## config.mk

```make
export PLATFORM = sky130hd
export DESIGN_NAME = dual_cpu_lock_bell
export DESIGN_NICKNAME = d
export VERILOG_FILES = /design/src/rtl/dual_cpu_lock_bell_pkg.sv /design/src/rtl/dcl_lock_fsm.sv /design/src/rtl/dcl_bell.sv /design/src/rtl/dcl_req_word.sv /design/src/rtl/dual_cpu_lock_bell.sv
export SDC_FILE = /design/constraint.sdc
export NUM_CORES = 1
export LEC_CHECK = 0
export ABC_AREA = 0
export BUFFER_PORTS_ARGS = -buffer_cell sky130_fd_sc_hd__buf_4
export CORE_MARGIN = 2
export CORE_UTILIZATION = 54
export DETAILED_ROUTE_END_ITERATION = 6
export PLACE_DENSITY = 0.87
export SYNTH_ARGS = -nofsm -noshare
export SYNTH_HDL_FRONTEND = slang
export SYNTH_SLANG_ARGS = --single-unit
```

## constraint.sdc

```tcl
create_clock -name clk -period 2.6 [get_ports clk]
set_input_delay 0.13 -clock clk [delete_from_list [all_inputs] [get_ports clk]]
set_output_delay 0.13 -clock clk [all_outputs]
set_load 0.005 [all_outputs]
```

## src/rtl/dual_cpu_lock_bell_pkg.sv

```systemverilog
package dual_cpu_lock_bell_pkg;

    localparam int NCPU     = 2;
    localparam int DATA_W   = 32;
    localparam int OFS_LOCK = 0;
    localparam int OFS_RING = 1;
    localparam int OFS_ACK  = 2;
    localparam int OFS_REQ  = 4;

    // encoding equals the owner field read back by software
    typedef enum logic [1:0] {
        LK_FREE = 2'd0,
        LK_CPU0 = 2'd1,
        LK_CPU1 = 2'd2
    } lock_state_e;

    typedef enum logic {
        BELL_IDLE = 1'b0,
        BELL_PEND = 1'b1
    } bell_state_e;

endpackage

```

## src/rtl/dcl_lock_fsm.sv

```systemverilog
module dcl_lock_fsm
    import dual_cpu_lock_bell_pkg::*;
(
    input  logic              clk,
    input  logic              rst_n,
    input  logic [NCPU-1:0]   tag_wr,
    input  logic [NCPU-1:0]   rel_wr,
    output logic [1:0]        owner
);

    lock_state_e state_q;
    lock_state_e state_d;

    always_comb begin
        state_d = state_q;
        unique case (state_q)
            LK_FREE: begin
                if (tag_wr[0])      state_d = LK_CPU0;
                else if (tag_wr[1]) state_d = LK_CPU1;
            end
            LK_CPU0: if (rel_wr[0]) state_d = LK_FREE;
            LK_CPU1: if (rel_wr[1]) state_d = LK_FREE;
            default:                state_d = LK_FREE;
        endcase
    end

    always_ff @(posedge clk) begin
        if (!rst_n) state_q <= LK_FREE;
        else        state_q <= state_d;
    end

    always_comb begin
        owner = state_q;
    end

endmodule

```

## src/rtl/dcl_bell.sv

```systemverilog
module dcl_bell
    import dual_cpu_lock_bell_pkg::*;
(
    input  logic clk,
    input  logic rst_n,
    input  logic ring,
    input  logic ack,
    output logic pend
);

    bell_state_e state_q;
    bell_state_e state_d;

    always_comb begin
        state_d = state_q;
        unique case (state_q)
            BELL_IDLE: if (ring)        state_d = BELL_PEND;
            BELL_PEND: if (ack && !ring) state_d = BELL_IDLE;
            default:                    state_d = BELL_IDLE;
        endcase
    end

    always_ff @(posedge clk) begin
        if (!rst_n) state_q <= BELL_IDLE;
        else        state_q <= state_d;
    end

    always_comb begin
        pend = (state_q == BELL_PEND);
    end

endmodule

```

## src/rtl/dcl_req_word.sv

```systemverilog
module dcl_req_word
    import dual_cpu_lock_bell_pkg::*;
(
    input  logic              clk,
    input  logic              rst_n,
    input  logic              store_wr,
    input  logic [DATA_W-1:0] store_data,
    input  logic              clr_wr,
    input  logic [DATA_W-1:0] clr_mask,
    output logic [DATA_W-1:0] word
);

    logic [DATA_W-1:0] word_d;

    always_comb begin
        word_d = store_wr ? store_data : word;
        if (clr_wr) word_d = word_d & ~clr_mask;
    end

    always_ff @(posedge clk) begin
        if (!rst_n) word <= '0;
        else        word <= word_d;
    end

endmodule

```

## src/rtl/dual_cpu_lock_bell.sv

```systemverilog
module dual_cpu_lock_bell
    import dual_cpu_lock_bell_pkg::*;
#(
    parameter int ADDR_W = 3
) (
    input  logic                          clk,
    input  logic                          rst_n,
    input  logic [NCPU-1:0]               bus_sel,
    input  logic [NCPU-1:0]               bus_wr,
    input  logic [NCPU-1:0][ADDR_W-1:0]   bus_addr,
    input  logic [NCPU-1:0][DATA_W-1:0]   bus_wdata,
    output logic [NCPU-1:0][DATA_W-1:0]   bus_rdata,
    output logic [NCPU-1:0]               irq
);

    localparam logic [ADDR_W-1:0] A_LOCK = ADDR_W'(OFS_LOCK);
    localparam logic [ADDR_W-1:0] A_RING = ADDR_W'(OFS_RING);
    localparam logic [ADDR_W-1:0] A_ACK  = ADDR_W'(OFS_ACK);

    logic [NCPU-1:0]             tag_wr;
    logic [NCPU-1:0]             rel_wr;
    logic [NCPU-1:0]             ring_wr;
    logic [NCPU-1:0]             ack_wr;
    logic [NCPU-1:0]             req_wr_own;
    logic [NCPU-1:0]             req_wr_other;
    logic [NCPU-1:0][DATA_W-1:0] req_word;
    logic [1:0]                  owner_q;

    for (genvar c = 0; c < NCPU; c++) begin : g_cpu
        localparam logic [ADDR_W-1:0] A_REQ_OWN   = ADDR_W'(OFS_REQ + c);
        localparam logic [ADDR_W-1:0] A_REQ_OTHER = ADDR_W'(OFS_REQ + (NCPU-1-c));
        localparam logic [1:0]        OWN_TAG     = 2'(c + 1);
        logic wacc;

        always_comb begin
            wacc            = bus_sel[c] && bus_wr[c];
            tag_wr[c]       = wacc && (bus_addr[c] == A_LOCK) && (bus_wdata[c][1:0] == OWN_TAG);
            rel_wr[c]       = wacc && (bus_addr[c] == A_LOCK) && (bus_wdata[c][1:0] == 2'd0);
            ring_wr[c]      = wacc && (bus_addr[c] == A_RING) && bus_wdata[c][0];
            ack_wr[c]       = wacc && (bus_addr[c] == A_ACK)  && bus_wdata[c][0];
            req_wr_own[c]   = wacc && (bus_addr[c] == A_REQ_OWN);
            req_wr_other[c] = wacc && (bus_addr[c] == A_REQ_OTHER);
        end

        // the bell of processor c is rung by the other processor
        dcl_bell u_bell (
            .clk  (clk),
            .rst_n(rst_n),
            .ring (ring_wr[NCPU-1-c]),
            .ack  (ack_wr[c]),
            .pend (irq[c])
        );

        // request word targeting processor c
        dcl_req_word u_req (
            .clk       (clk),
            .rst_n     (rst_n),
            .store_wr  (req_wr_other[NCPU-1-c]),
            .store_data(bus_wdata[NCPU-1-c]),
            .clr_wr    (req_wr_own[c]),
            .clr_mask  (bus_wdata[c]),
            .word      (req_word[c])
        );

        always_comb begin
            bus_rdata[c] = '0;
            case (bus_addr[c])
                A_LOCK:      bus_rdata[c] = {{(DATA_W-2){1'b0}}, owner_q};
                A_ACK:       bus_rdata[c] = {{(DATA_W-1){1'b0}}, irq[c]};
                A_REQ_OWN:   bus_rdata[c] = req_word[c];
                A_REQ_OTHER: bus_rdata[c] = req_word[NCPU-1-c];
                default:     bus_rdata[c] = '0;
            endcase
        end
    end

    dcl_lock_fsm u_lock (
        .clk   (clk),
        .rst_n (rst_n),
        .tag_wr(tag_wr),
        .rel_wr(rel_wr),
        .owner (owner_q)
    );

endmodule

```

-- After elaboration in Yosys (flattened, before gate mapping)
Index checks and enable logic that the tools add are counted.
- bits of input ports: 76
- output and inout port bits: 66
- register bits: 68
- mux-type cells: 17
- bitwise logic cells: 6
- reduce and logical (&&, ||, !) cells: 30
- equal/unequal tests: 15
- operators by type and width (operator ; number):
    32-bit case mux with 4 select lines ; 2
    32-bit two-way mux ; 4
    32-bit bitwise AND ; 2
    32-bit inverter ; 2
    1-bit logical AND ; 22
    3-bit equality test, second input constant ; 4
    2-bit two-way mux ; 4
    3-bit by 1-bit equality test with 1-bit output, second input constant ; 2
    3-bit by 2-bit equality test with 1-bit output, second input constant ; 2
    2-bit logical NOT ; 3
    3-bit logical NOT ; 2
    2-bit case mux with 3 select lines ; 1
    2-bit by 1-bit equality test with 1-bit output, second input constant ; 2
    2-bit equality test, second input constant ; 2
    1-bit two-way mux ; 4
    2-bit inequality test, second input constant ; 2
    1-bit case mux with 2 select lines ; 2
    3-bit inequality test, second input constant ; 1
    3-bit AND reduction ; 1
    1-bit logical NOT ; 2
    1-bit inverter ; 2

-- Logic depth before layout (Yosys ltp)
Gate-level depths: netlist of run 1.
- depth in word-level cells: 7
- gate-level depth with buffers: 8
- depth with buffers taken out: 4

-- By module
A second synthesis of run 1 with hierarchy kept.
- cell total of the unflattened synthesis: 411
- area, all modules: 4091.4 µm²
- modules (own cells, without submodules) (module ; times used ; sequential area each (µm²) ; cells an instance ; area an instance (µm²)):
    dcl_req_word ; 2 ; 640.6 ; 141 ; 1501.4
    dual_cpu_lock_bell ; 1 ; 0.0 ; 113 ; 910.9
    dcl_lock_fsm ; 1 ; 40.0 ; 10 ; 95.1
    dcl_bell ; 2 ; 20.0 ; 3 ; 41.3

-- Worst setup path after synthesis of run 1
Ideal clock, no wire load.
- kind: input -> register
- from: input bus_addr[0] (netlist name)
- to: register u_lock.state_q[1], in the netlist u_lock.owner[1]
- buffers on the path: 1
- arrival time: 1.349 ns
- stages on the path: 5
- slack: 1.129 ns
- cell sequence: buf_4 or2_1 or4_1 o21ba_1 o32a_1
- longest elaborated chain between the ends: 5
- elaborated cells between the ends (all ways): 9
- classes of those cells: eq/ne: 2; mux: 2; reduce/logical: 5
- RTL lines (what ; RTL line ; source):
    from (decl) ; dual_cpu_lock_bell.sv:10 ; input logic [NCPU-1:0][ADDR_W-1:0] bus_addr,
    3-bit logical NOT * ; dual_cpu_lock_bell.sv:37, dual_cpu_lock_bell.sv:38 ;
    1-bit logical AND * ; dual_cpu_lock_bell.sv:37, dual_cpu_lock_bell.sv:38 ;
    1-bit logical AND, on equally long branches ; dual_cpu_lock_bell.sv:37, dual_cpu_lock_bell.sv:38 ;
    3-bit inequality test (no line) (tied with other cells) ; -- ;
    3-bit AND reduction (no line) or 2-bit case mux with 3 select lines (tied branches) ; -- ;
    to (signal assigned) ; dcl_lock_fsm.sv:29 ; else state_q <= state_d;
    to (decl) ; dcl_lock_fsm.sv:11 ; lock_state_e state_q;
Mark *: on every way between the ends. The rest lies on a longest branch, timed or not.
A chain may end at the register's enable or synchronous reset.

==> results of run 1 <==
## state kept, by name (all words and copies together), names as in the netlist
| signal | cells |
|---|---|
| g_cpu.u_bell.pend | 2 |
| u_lock.owner | 2 |
| g_cpu.u_req.word | 64 |
## layer usage
metal | GRT usage [%] | wire [µm] | vias up
met5 | 0 | 0 | -
met4 | 21.3 | 594 | 0
met3 | 7.39 | 1130 | 64
met2 | 65.1 | 7650 | 334
met1 | 41.6 | 5160 | 2174
li1 | - | - | 1956
## placed cells by master (no fill, tap or decap), types with 6 or more instances in the layout
master,instances
dfxtp_1,68
a22o_1,60
clkbuf_8,10
nand2_1,6
a2111oi_2,60
dlygate4sd3_1,61
nor2_1,133
buf_4,152
## worst max-delay path by stage
stage | from | to | slack [ns] | cells after the start
6_report | bus_addr[3] | bus_rdata[56] | 0.84 | 6
5_1_grt | bus_addr[3] | bus_rdata[39] | 0.76 | 6
4_1_cts | bus_addr[3] | bus_rdata[55] | 0.90 | 6
3_5_place_dp | bus_addr[3] | g_cpu[0].u_req.word[6] | 0.64 | 6
3_3_place_gp | bus_addr[3] | g_cpu[0].u_req.word[2] | 0.72 | 6
2_1_floorplan | bus_addr[0] | u_lock.owner[1] | 1.13 | 5
## power by group
part	leakage (nW)	switching, W	total (W)	internal, W
Sequential	0.550	0.0000190	0.00108	0.00106
Combinational	1.63	0.000200	0.000403	0.000203
Clock	0.100	0.000410	0.000879	0.000469
## logic make-up after synthesis
family,Yosys count,synth area share (%)
simple gates,163,17.7
flops,68,34.9
mux,5,1.32
buf+inv,48,5.91
compound gates,138,39.9
xor+xnor,1,0.225
## final cells by class
| cell class | instances | share of cell area, % |
|---|---|---|
| antenna | 1 | 0.0432 |
| clock buffer | 12 | 2.50 |
| clock inverter | 4 | 0.842 |
| inverter | 2 | 0.151 |
| multi-input combinational | 307 | 40.0 |
| sequential | 68 | 23.5 |
| tap | 96 | 2.07 |
| timing repair buffer | 215 | 30.9 |
## per-stage QoR
| stage | total power, W | util [%] |
|---|---|---|
| detailed placement | 0.00142 | 72.3 |
| finish | 0.00236 | 83.9 |
| CTS | 0.00234 | 83.8 |
| global route | 0.00244 | 83.9 |
| floorplan | 0.00124 | - |
| global placement | 0.00141 | 72.3 |
==> results.py, run 1 <==
metrics = {
    "worst_setup_path": {
        "r2r-start": "u_lock.owner[0]",
        "crit_path_end_kind": "output pin",
        "crit_type": "in -> out",
        "cp.required_ns": 2.47,
        "r2r_setup_slack_ns": 1.59,
        "cp_max_fo": 23,
        "critPathMaxStageDelay_ns": 0.41,
        "cp-start-kind": "input pin",
        "worstPathArrival_ns": 1.63,
        "path_delay_family": "buffers and inverters",
        "worst_path_most_repeated_cell": "buf_4",
        "crit_slowest_cell": "and2_1",
        "crit_chain": "buf_4, nor2b_1, and2_1, buf_4, a22o_1, buf_4",
        "reg2reg_depth": 3,
        "crit_buf_inv": 3,
        "reg2reg_to": "u_lock.owner[1]",
    },
    "pwr": {
        "p_leak_nw": 2.28,
        "peakVddDrop_v": 0.000315,
        "powerDensity_mw_per_mm2": 408,
    },
    "min_path": {
        "hold_start": "bus_wdata[33]",
        "hold_path_depth": 2,
        "hp-class": "in -> reg",
        "whs_endpoint": "g_cpu[1].u_req.word[1]",
    },
    "clocking": {
        "cts.hold.buffers_added": 60,
        "cts_buffers": 9,
        "clockBufferDepth": 2,
        "clkSinkCount": 68,
        "cts_tree": "built",
        "cts_resized": 0,
        "clk_latency_ns": 0.35,
        "cts-root-buf": "clkbuf_8",
        "htreeDepth": 3,
        "path_clk_slew_ns": 0.07,
        "post_cts_buffers": 0,
    },
    "cells_and_area": {
        "syn_to_final_growth_pct": 48.8,
        "drive_gt1_share_pct": 38.8,
        "final_cell_area_mm2": 0.00580,
        "instances_no_fill": 705,
        "nets": 679,
        "regArea_mm2": 0.00136,
        "fillCellCount": 394,
        "multi_input_area_mm2": 0.00232,
    },
    "synthesis": {
        "synth.distinct_cells": 40,
        "synth_nets": 499,
        "yosys-top-cells-area": "dfxtp_1 (35%), a2111oi_2 (23%), a22o_1 (13%)",
        "yosysTopAreaCell": "dfxtp_1",
        "synth_commonest_cells": "nor2_1 (134), dfxtp_1 (68), a2111oi_2 (60), a22o_1 (60), clkbuf_1 (24)",
        "yosysTopAreaCellShare_pct": 34.9,
        "synth-seq-area-share_pct": 34.9,
        "synth_async_sr_flop_share_pct": 0,
        "yosys_warnings": 0,
        "postSynthCellCount": 423,
        "ys.flop_type": "dfxtp_1",
        "synth_edf_count": 0,
        "synth.cell_area_mm2": 0.00390,
        "avgSynthCellArea_um2": 9.21,
        "ys_ff_latch": 68,
        "synth_most_common_cell": "nor2_1",
    },
    "placed_design": {
        "dp_cells": 627,
        "place_hpwl_um": 8530,
        "dpl_worst_slack_ns": 0.635,
        "io_buffers": 141,
        "gp_congestion": 0.888,
        "place_area_mm2": 0.00499,
    },
    "timing": {
        "fin_ws_ns": 0.838,
        "hold_ws_ns": 0.0218,
        "worstMarginPinSlew_ns": 0.842,
        "rsz0062_at_grt": "false",
        "slew_headroom_pct": 43.8,
        "finClkSkew_ns": 0.00959,
        "fin_crit_sh_pct": 67.8,
        "finalHoldViolations": 0,
        "final_max_slew_viol_count": 0,
        "fmax_mhz": 567,
        "setup_viol": 0,
        "layout_min_cycle_time_ns": 1.76,
        "fin_tns_setup_ns": 0,
    },
    "outcome": {
        "outcome": "complete, no violations",
    },
    "route": {
        "drc": 0,
        "via_per_inst": 6.42,
        "num_vias": 4528,
        "drt_first_pass_iters": 5,
        "routed_wl_um": 14500,
        "drt_iter0_drc": 512,
        "wl_per_cell_um": 20.6,
        "ant_nets": 0,
    },
    "die": {
        "core_area_mm2": 0.00691,
        "fp.dieArea_mm2": 0.00791,
        "die_w_um": 89.0,
        "fp.dieH_um": 89.0,
        "boundaryPins": 142,
        "floorplan.rows": 30,
        "start_util_pct": 56.4,
    },
    "global_route": {
        "grt_max_degree": 43,
        "antenna_found_initial": 1,
        "first_global_vias": 4632,
        "grt_pass1_wl_um": 22400,
        "grt_remaining_overflow": 0,
        "grt_use_total_pct": 37.0,
    },
    "flow_run": {
        "maxCapViolations": 0,
    },
}
Power figures use the tool's default switching activity.
==> run 2, diff against run 1 <==
--- a/config.mk
+++ b/config.mk
@@ -5,12 +5,12 @@
 export SDC_FILE = /design/constraint.sdc
 export NUM_CORES = 1
 export LEC_CHECK = 0
-export ABC_AREA = 0
+export ABC_AREA = 1
 export BUFFER_PORTS_ARGS = -buffer_cell sky130_fd_sc_hd__buf_4
 export CORE_MARGIN = 2
-export CORE_UTILIZATION = 54
+export CORE_UTILIZATION = 49
 export DETAILED_ROUTE_END_ITERATION = 6
-export PLACE_DENSITY = 0.87
+export PLACE_DENSITY = 0.82
 export SYNTH_ARGS = -nofsm -noshare
 export SYNTH_HDL_FRONTEND = slang
 export SYNTH_SLANG_ARGS = --single-unit
==> constraint.sdc (replaced) <==
create_clock -name clk -period 1.8 [get_ports clk]
set_input_delay 0.09 -clock clk [delete_from_list [all_inputs] [get_ports clk]]
set_output_delay 0.09 -clock clk [all_outputs]
set_load 0.005 [all_outputs]
==> run 2 against run 1 <==
  * Cell area fell by 4.1%
  * Global-route usage decreased by 5.0 points
  * Count of clock-buffer cells in the layout unchanged
  * Critical endpoint is now bus_rdata[0]
  * Largest power group unchanged
==> results.py, run 2 <==
metrics = {
    "cells_and_area": {
        "regMostFlops": "g_cpu.u_req.word",
        "largest_reg_flops": 64,
        "antenna_cells": 0,
        "final_common_cell": "buf_4",
        "instances_no_fill": 793,
        "final_cell_area_mm2": 0.00556,
        "multi_input_area_mm2": 0.00173,
        "nets": 765,
        "fillCellCount": 513,
        "final_cell_mix": "buf_4 (154), inv_1 (78), dfxtp_1 (68)",
        "syn_to_final_growth_pct": 55.0,
        "regArea_mm2": 0.00136,
        "drive_gt1_share_pct": 26.1,
        "fin_util_pct": 77.5,
    },
    "clocking": {
        "cts_resized": 0,
        "clockBufferDepth": 2,
        "post_cts_buffers": 0,
        "path_clk_slew_ns": 0.07,
        "clk_latency_ns": 0.33,
        "htreeDepth": 3,
        "cts_tree": "built",
        "cts.hold.buffers_added": 64,
        "cts-root-buf": "clkbuf_8",
        "cts_buffers": 9,
        "clkSinkCount": 68,
    },
    "die": {
        "die_w_um": 89.6,
        "fp.dieArea_mm2": 0.00802,
        "floorplan.rows": 31,
        "core_area_mm2": 0.00718,
        "start_util_pct": 50.0,
        "boundaryPins": 142,
        "fp.dieH_um": 89.6,
    },
    "synthesis": {
        "synth.cell_area_mm2": 0.00359,
        "synth_async_sr_flop_share_pct": 0,
        "synth.distinct_cells": 25,
        "synth_fa_ha_area_share_pct": 0,
        "synth-seq-area-share_pct": 37.9,
        "synth_commonest_cells": "inv_1 (79), dfxtp_1 (68), a211oi_1 (64), o22ai_1 (60), nand2_1 (46)",
        "synth_compound_area_share_pct": 34.9,
        "yosys-top-cells-area": "dfxtp_1 (38%), a211oi_1 (13%), o22ai_1 (10%)",
        "postSynthCellCount": 496,
        "synth_xor_area_share_pct": 0,
        "synth_nets": 572,
        "synth_top_family_by_area": "compound AO/OA/AOI/OAI gates",
        "yosysTopAreaCell": "dfxtp_1",
        "yosysTopAreaCellShare_pct": 37.9,
        "synth-simple-area-share_pct": 13.1,
        "synth_edf_count": 0,
        "ys_ff_latch": 68,
        "synthMuxAreaShare_pct": 0,
        "ys.flop_type": "dfxtp_1",
        "yosys_warnings": 0,
        "avgSynthCellArea_um2": 7.23,
        "synth_most_common_cell": "inv_1",
    },
    "placed_design": {
        "place_hpwl_um": 7900,
        "dp_cells": 713,
        "gp_congestion": 0.911,
        "io_buffers": 141,
        "place_area_mm2": 0.00473,
    },
    "timing": {
        "fmax_mhz": 734,
        "rsz0062_at_grt": "false",
        "final_max_slew_viol_count": 0,
        "fin_tns_setup_ns": 0,
        "fin_crit_sh_pct": 75.7,
        "setup_viol": 0,
        "finClkSkew_ns": 0.00104,
        "hold_ws_ns": 0.0132,
        "finalHoldViolations": 0,
        "layout_min_cycle_time_ns": 1.36,
        "worstMarginPinSlew_ns": 0.410,
        "slew_headroom_pct": 72.7,
    },
    "pwr": {
        "p_leak_nw": 2.40,
        "powerDensity_mw_per_mm2": 601,
        "comb_power_share_pct": 16.5,
        "peakVddDrop_v": 0.000426,
        "p_int_w": 0.00249,
        "p_sw_w": 0.000849,
        "swShare_pct": 25.4,
        "power_frac_seq_pct": 46.2,
        "clkPwrFrac_pct": 37.2,
    },
    "flow_run": {
        "maxCapViolations": 0,
    },
    "worst_setup_path": {
        "cp.required_ns": 1.71,
        "cp_max_fo": 4,
        "crit_path_end_kind": "output pin",
        "cp-start-kind": "flop",
        "crit_type": "reg -> out",
        "worstPathArrival_ns": 1.27,
    },
    "global_route": {
        "grt_pass1_wl_um": 20100,
        "first_global_vias": 4370,
        "grt_use_total_pct": 32.0,
        "antenna_found_initial": 0,
        "grt_remaining_overflow": 0,
        "grt_max_degree": 48,
    },
    "route": {
        "num_vias": 4537,
        "routed_wl_um": 12900,
        "wl_per_cell_um": 16.3,
        "met1_length_um": 5100,
        "ant_nets": 0,
        "drt_first_pass_iters": 5,
        "top_layer": "met4",
        "routed-wl-met3_um": 1100,
        "drc": 0,
        "wl_met2_um": 6400,
        "via_per_inst": 5.72,
        "drt_iter0_drc": 386,
    },
    "min_path": {
        "hp-class": "in -> reg",
    },
    "outcome": {
        "outcome": "complete, no violations",
    },
}
-- run 2: cell count changes after synthesis, moves of 10 or more --
cell | previous run | this run
a2111oi_2 | 60 | 0
inv_1 | 2 | 79
a211oi_1 | 1 | 64
a21oi_1 | 4 | 34
o22ai_1 | 1 | 60
nand3_1 | 3 | 13
o21ai_0 | 1 | 29
a22o_1 | 60 | 0
nor2_1 | 134 | 40
nand2_1 | 6 | 46
-- run 2: through the flow --
step	setup slack (ns)	total power (W)
6_report	0.438	0.00334
5_1_grt	0.343	0.00347
4_1_cts	0.437	0.00334
3_5_place_dp	0.392	0.00200
3_3_place_gp	0.521	0.00200
2_1_floorplan	0.808	0.00177
-- run 2: logic make-up after synthesis --
logic type,count (synthesis)
AO/OA/AOI/OAI,200
buffers and inverters,119
flip-flops,68
AND/OR/NAND/NOR,109
-- run 2: worst paths after layout --
check	endpoint	slack [ns]	from	depth (start not counted)
hold / removal	u_lock.owner[1]	0.01	rst_n	3
setup / recovery	bus_rdata[0]	0.44	u_lock.owner[0]	5
setup reg to reg	u_lock.owner[1]	0.78	u_lock.owner[0]	6
hold reg to reg	g_cpu[0].u_bell.pend	0.49	g_cpu[0].u_bell.pend	2
-- run 2: layout make-up --
type                            count  share of cell area, %
Multi-Input combinational cell    309                   31.0
Tap cell                           99                   2.23
Inverter                           80                   5.40
Clock inverter                      4                  0.877
Timing Repair Buffer              221                   33.4
Clock buffer                       12                   2.61
Sequential cell                    68                   24.5
-- run 2: critical path, stage by stage (launching register included) --
cell,delay [ns]
dfxtp_1,0.39
inv_1,0.07
o21ai_0,0.15
inv_1,0.05
o221ai_1,0.10
buf_4,0.17
-- run 2: power groups by stage --
stage	Clock [W]	Sequential (W)	Combinational, W
after floorplan	0	0.00158	0.000190
after global placement	0	0.00158	0.000417
after detailed placement	0	0.00158	0.000423
after CTS	0.00126	0.00154	0.000537
after global routing	0.00133	0.00155	0.000595
final	0.00124	0.00155	0.000553
-- run 2: per-layer routing --
layer	GRT usage, %	vias up
met5	0	-
met4	15.2	0
met3	6.37	42
met2	54.5	271
met1	38.5	2082
li1	-	2142
==> run 3, diff against run 2 <==
--- a/config.mk
+++ b/config.mk
@@ -5,10 +5,10 @@
 export SDC_FILE = /design/constraint.sdc
 export NUM_CORES = 1
 export LEC_CHECK = 0
-export ABC_AREA = 1
+export ABC_AREA = 0
 export BUFFER_PORTS_ARGS = -buffer_cell sky130_fd_sc_hd__buf_4
 export CORE_MARGIN = 2
-export CORE_UTILIZATION = 49
+export CORE_UTILIZATION = 50
 export DETAILED_ROUTE_END_ITERATION = 6
 export PLACE_DENSITY = 0.82
 export SYNTH_ARGS = -nofsm -noshare
==> constraint.sdc (replaced) <==
create_clock -name clk -period 1.35 [get_ports clk]
set_input_delay 0.0675 -clock clk [delete_from_list [all_inputs] [get_ports clk]]
set_output_delay 0.0675 -clock clk [all_outputs]
set_load 0.005 [all_outputs]
==> run 3 against run 2 <==
  * Die area rose by 6.2%
  * Clock skew fell by 0.00096 ns
  * Count of clock-buffer cells in the layout fell by 3
  * Sequential power rose by 34%
  * Cell count fell by 7.3%
  * Setup slack got worse by 0.43 ns
  * Highest routed layer unchanged
  * Largest power group unchanged
  * Sequential cell count did not move
  * Combinational power rose by 51%
  * Global-route usage rose by 2.5 points
  * Cell area rose by 10%
  * Power rose by 39%
  * First-iteration DRC count rose by 8.0%
==> results.py, run 3 (same netlist as run 1, synthesis figures left out) <==
metrics = {
    "outcome": {
        "outcome": "complete, no violations",
    },
    "cells_and_area": {
        "regMostFlops": "g_cpu.u_req.word",
        "multi_input_area_mm2": 0.00233,
        "final_cell_mix": "buf_4 (164), nor2_1 (133), dlygate4sd3_1 (65)",
        "largest_reg_flops": 64,
        "drive_gt1_share_pct": 42.0,
        "fillCellCount": 480,
        "antenna_cells": 0,
        "nets": 704,
        "regArea_mm2": 0.00137,
        "instances_no_fill": 735,
        "final_common_cell": "buf_4",
        "syn_to_final_growth_pct": 57.2,
    },
    "die": {
        "boundaryPins": 142,
        "fp.dieH_um": 92.3,
        "die_w_um": 92.3,
        "start_util_pct": 51.0,
        "fp.dieArea_mm2": 0.00852,
        "floorplan.rows": 32,
        "core_area_mm2": 0.00765,
    },
    "timing": {
        "fmax_mhz": 746,
        "final_max_slew_viol_count": 0,
        "finClkSkew_ns": 0.0000805,
        "rsz0062_at_grt": "true",
        "layout_min_cycle_time_ns": 1.34,
        "slew_headroom_pct": 71.8,
        "worstMarginPinSlew_ns": 0.412,
        "setup_viol": 0,
        "finalHoldViolations": 0,
        "fin_ws_ns": 0.0102,
        "fin_crit_sh_pct": 99.2,
    },
    "route": {
        "routed_wl_um": 14700,
        "drt_first_pass_iters": 5,
        "num_vias": 4590,
        "drt_iter0_drc": 417,
        "drc": 0,
        "via_per_inst": 6.24,
        "wl_per_cell_um": 20.0,
        "ant_nets": 0,
    },
    "worst_setup_path": {
        "cp-start-kind": "flop",
        "cp.required_ns": 1.28,
        "crit_type": "reg -> out",
        "crit_path_end_kind": "output pin",
        "worstPathArrival_ns": 1.27,
        "cp_max_fo": 5,
    },
    "flow_run": {
        "maxCapViolations": 0,
    },
    "global_route": {
        "grt_remaining_overflow": 0,
        "first_global_vias": 4743,
        "grt_use_total_pct": 34.5,
        "antenna_found_initial": 0,
        "grt_pass1_wl_um": 23300,
        "grt_max_degree": 53,
    },
    "placed_design": {
        "gp_congestion": 0.790,
        "io_buffers": 141,
        "dpl_worst_slack_ns": -0.135,
        "place_hpwl_um": 8820,
        "dp_cells": 651,
    },
    "clocking": {
        "clkSinkCount": 68,
        "cts_buffers": 9,
        "clockBufferDepth": 2,
        "cts_tree": "built",
        "cts-root-buf": "clkbuf_8",
        "htreeDepth": 3,
        "clk_latency_ns": 0.35,
        "path_clk_slew_ns": 0.08,
    },
    "pwr": {
        "peakVddDrop_v": 0.000585,
        "powerDensity_mw_per_mm2": 758,
        "p_leak_nw": 2.43,
    },
    "min_path": {
        "hp-class": "in -> reg",
    },
}
[run 3: final timing paths]
check	endpoint	slack, ns	from	cells past startpoint
worst max-delay path	bus_rdata[33]	0.01	u_lock.owner[1]	5
worst min-delay path	u_lock.owner[0]	0.05	bus_wdata[1]	3
worst max register to register	g_cpu[1].u_req.word[12]	0.22	g_cpu[1].u_req.word[12]	2
worst min register to register	g_cpu[1].u_bell.pend	0.49	g_cpu[1].u_bell.pend	2
[run 3: repair_timing]
action	4_1_cts	5_1_grt
endpoints found under the hold margin	65	0
buffers inserted	2	1
resized for setup	5	7
endpoints found under the setup margin	3	27
hold buffers	65	0
[run 3: cell type report]
class	count	area share (%)
Multi-Input combinational cell	307	38.1
Timing Repair Buffer	240	34.1
Sequential cell	68	22.4
Tap cell	102	2.08
Clock buffer	9	2.02
Clock inverter	7	1.20
Inverter	2	0.143
[run 3: worst max-delay path: stages (launching register included)]
cell     delay [ns]
dfxtp_4        0.37
mux2i_1        0.14
nor2_1         0.07
a31oi_1        0.15
nor2_1         0.06
buf_4          0.13
[run 3: where the power goes]
group | switching (W) | leakage [nW] | internal [W]
clock | 0.000870 | 0.100 | 0.000862
sequential | 0.0000348 | 0.553 | 0.00204
combinational | 0.000397 | 1.78 | 0.000438
total | 0.00130 | 2.43 | 0.00334
[run 3: layer usage]
layer	wire length, µm	up-vias	track usage (%)
met1	5420	2179	39.9
li1	-	2008	-
met3	1320	69	8.14
met4	648	0	18.3
met2	7280	334	59.1
met5	0	-	0
[run 3: through the flow]
step	area (µm²)	hold WS (ns)	total power, W	setup TNS [ns]	util, %
2_1_floorplan	3930	0.162	0.00240	-0.0808	-
3_3_place_gp	5230	0.264	0.00275	-0.0433	68.4
3_5_place_dp	5230	0.267	0.00277	-1.61	68.4
4_1_cts	6100	0.0278	0.00461	0	79.8
5_1_grt	6130	0.0703	0.00480	-0.104	80.1
6_report	6130	0.0478	0.00465	0	80.1
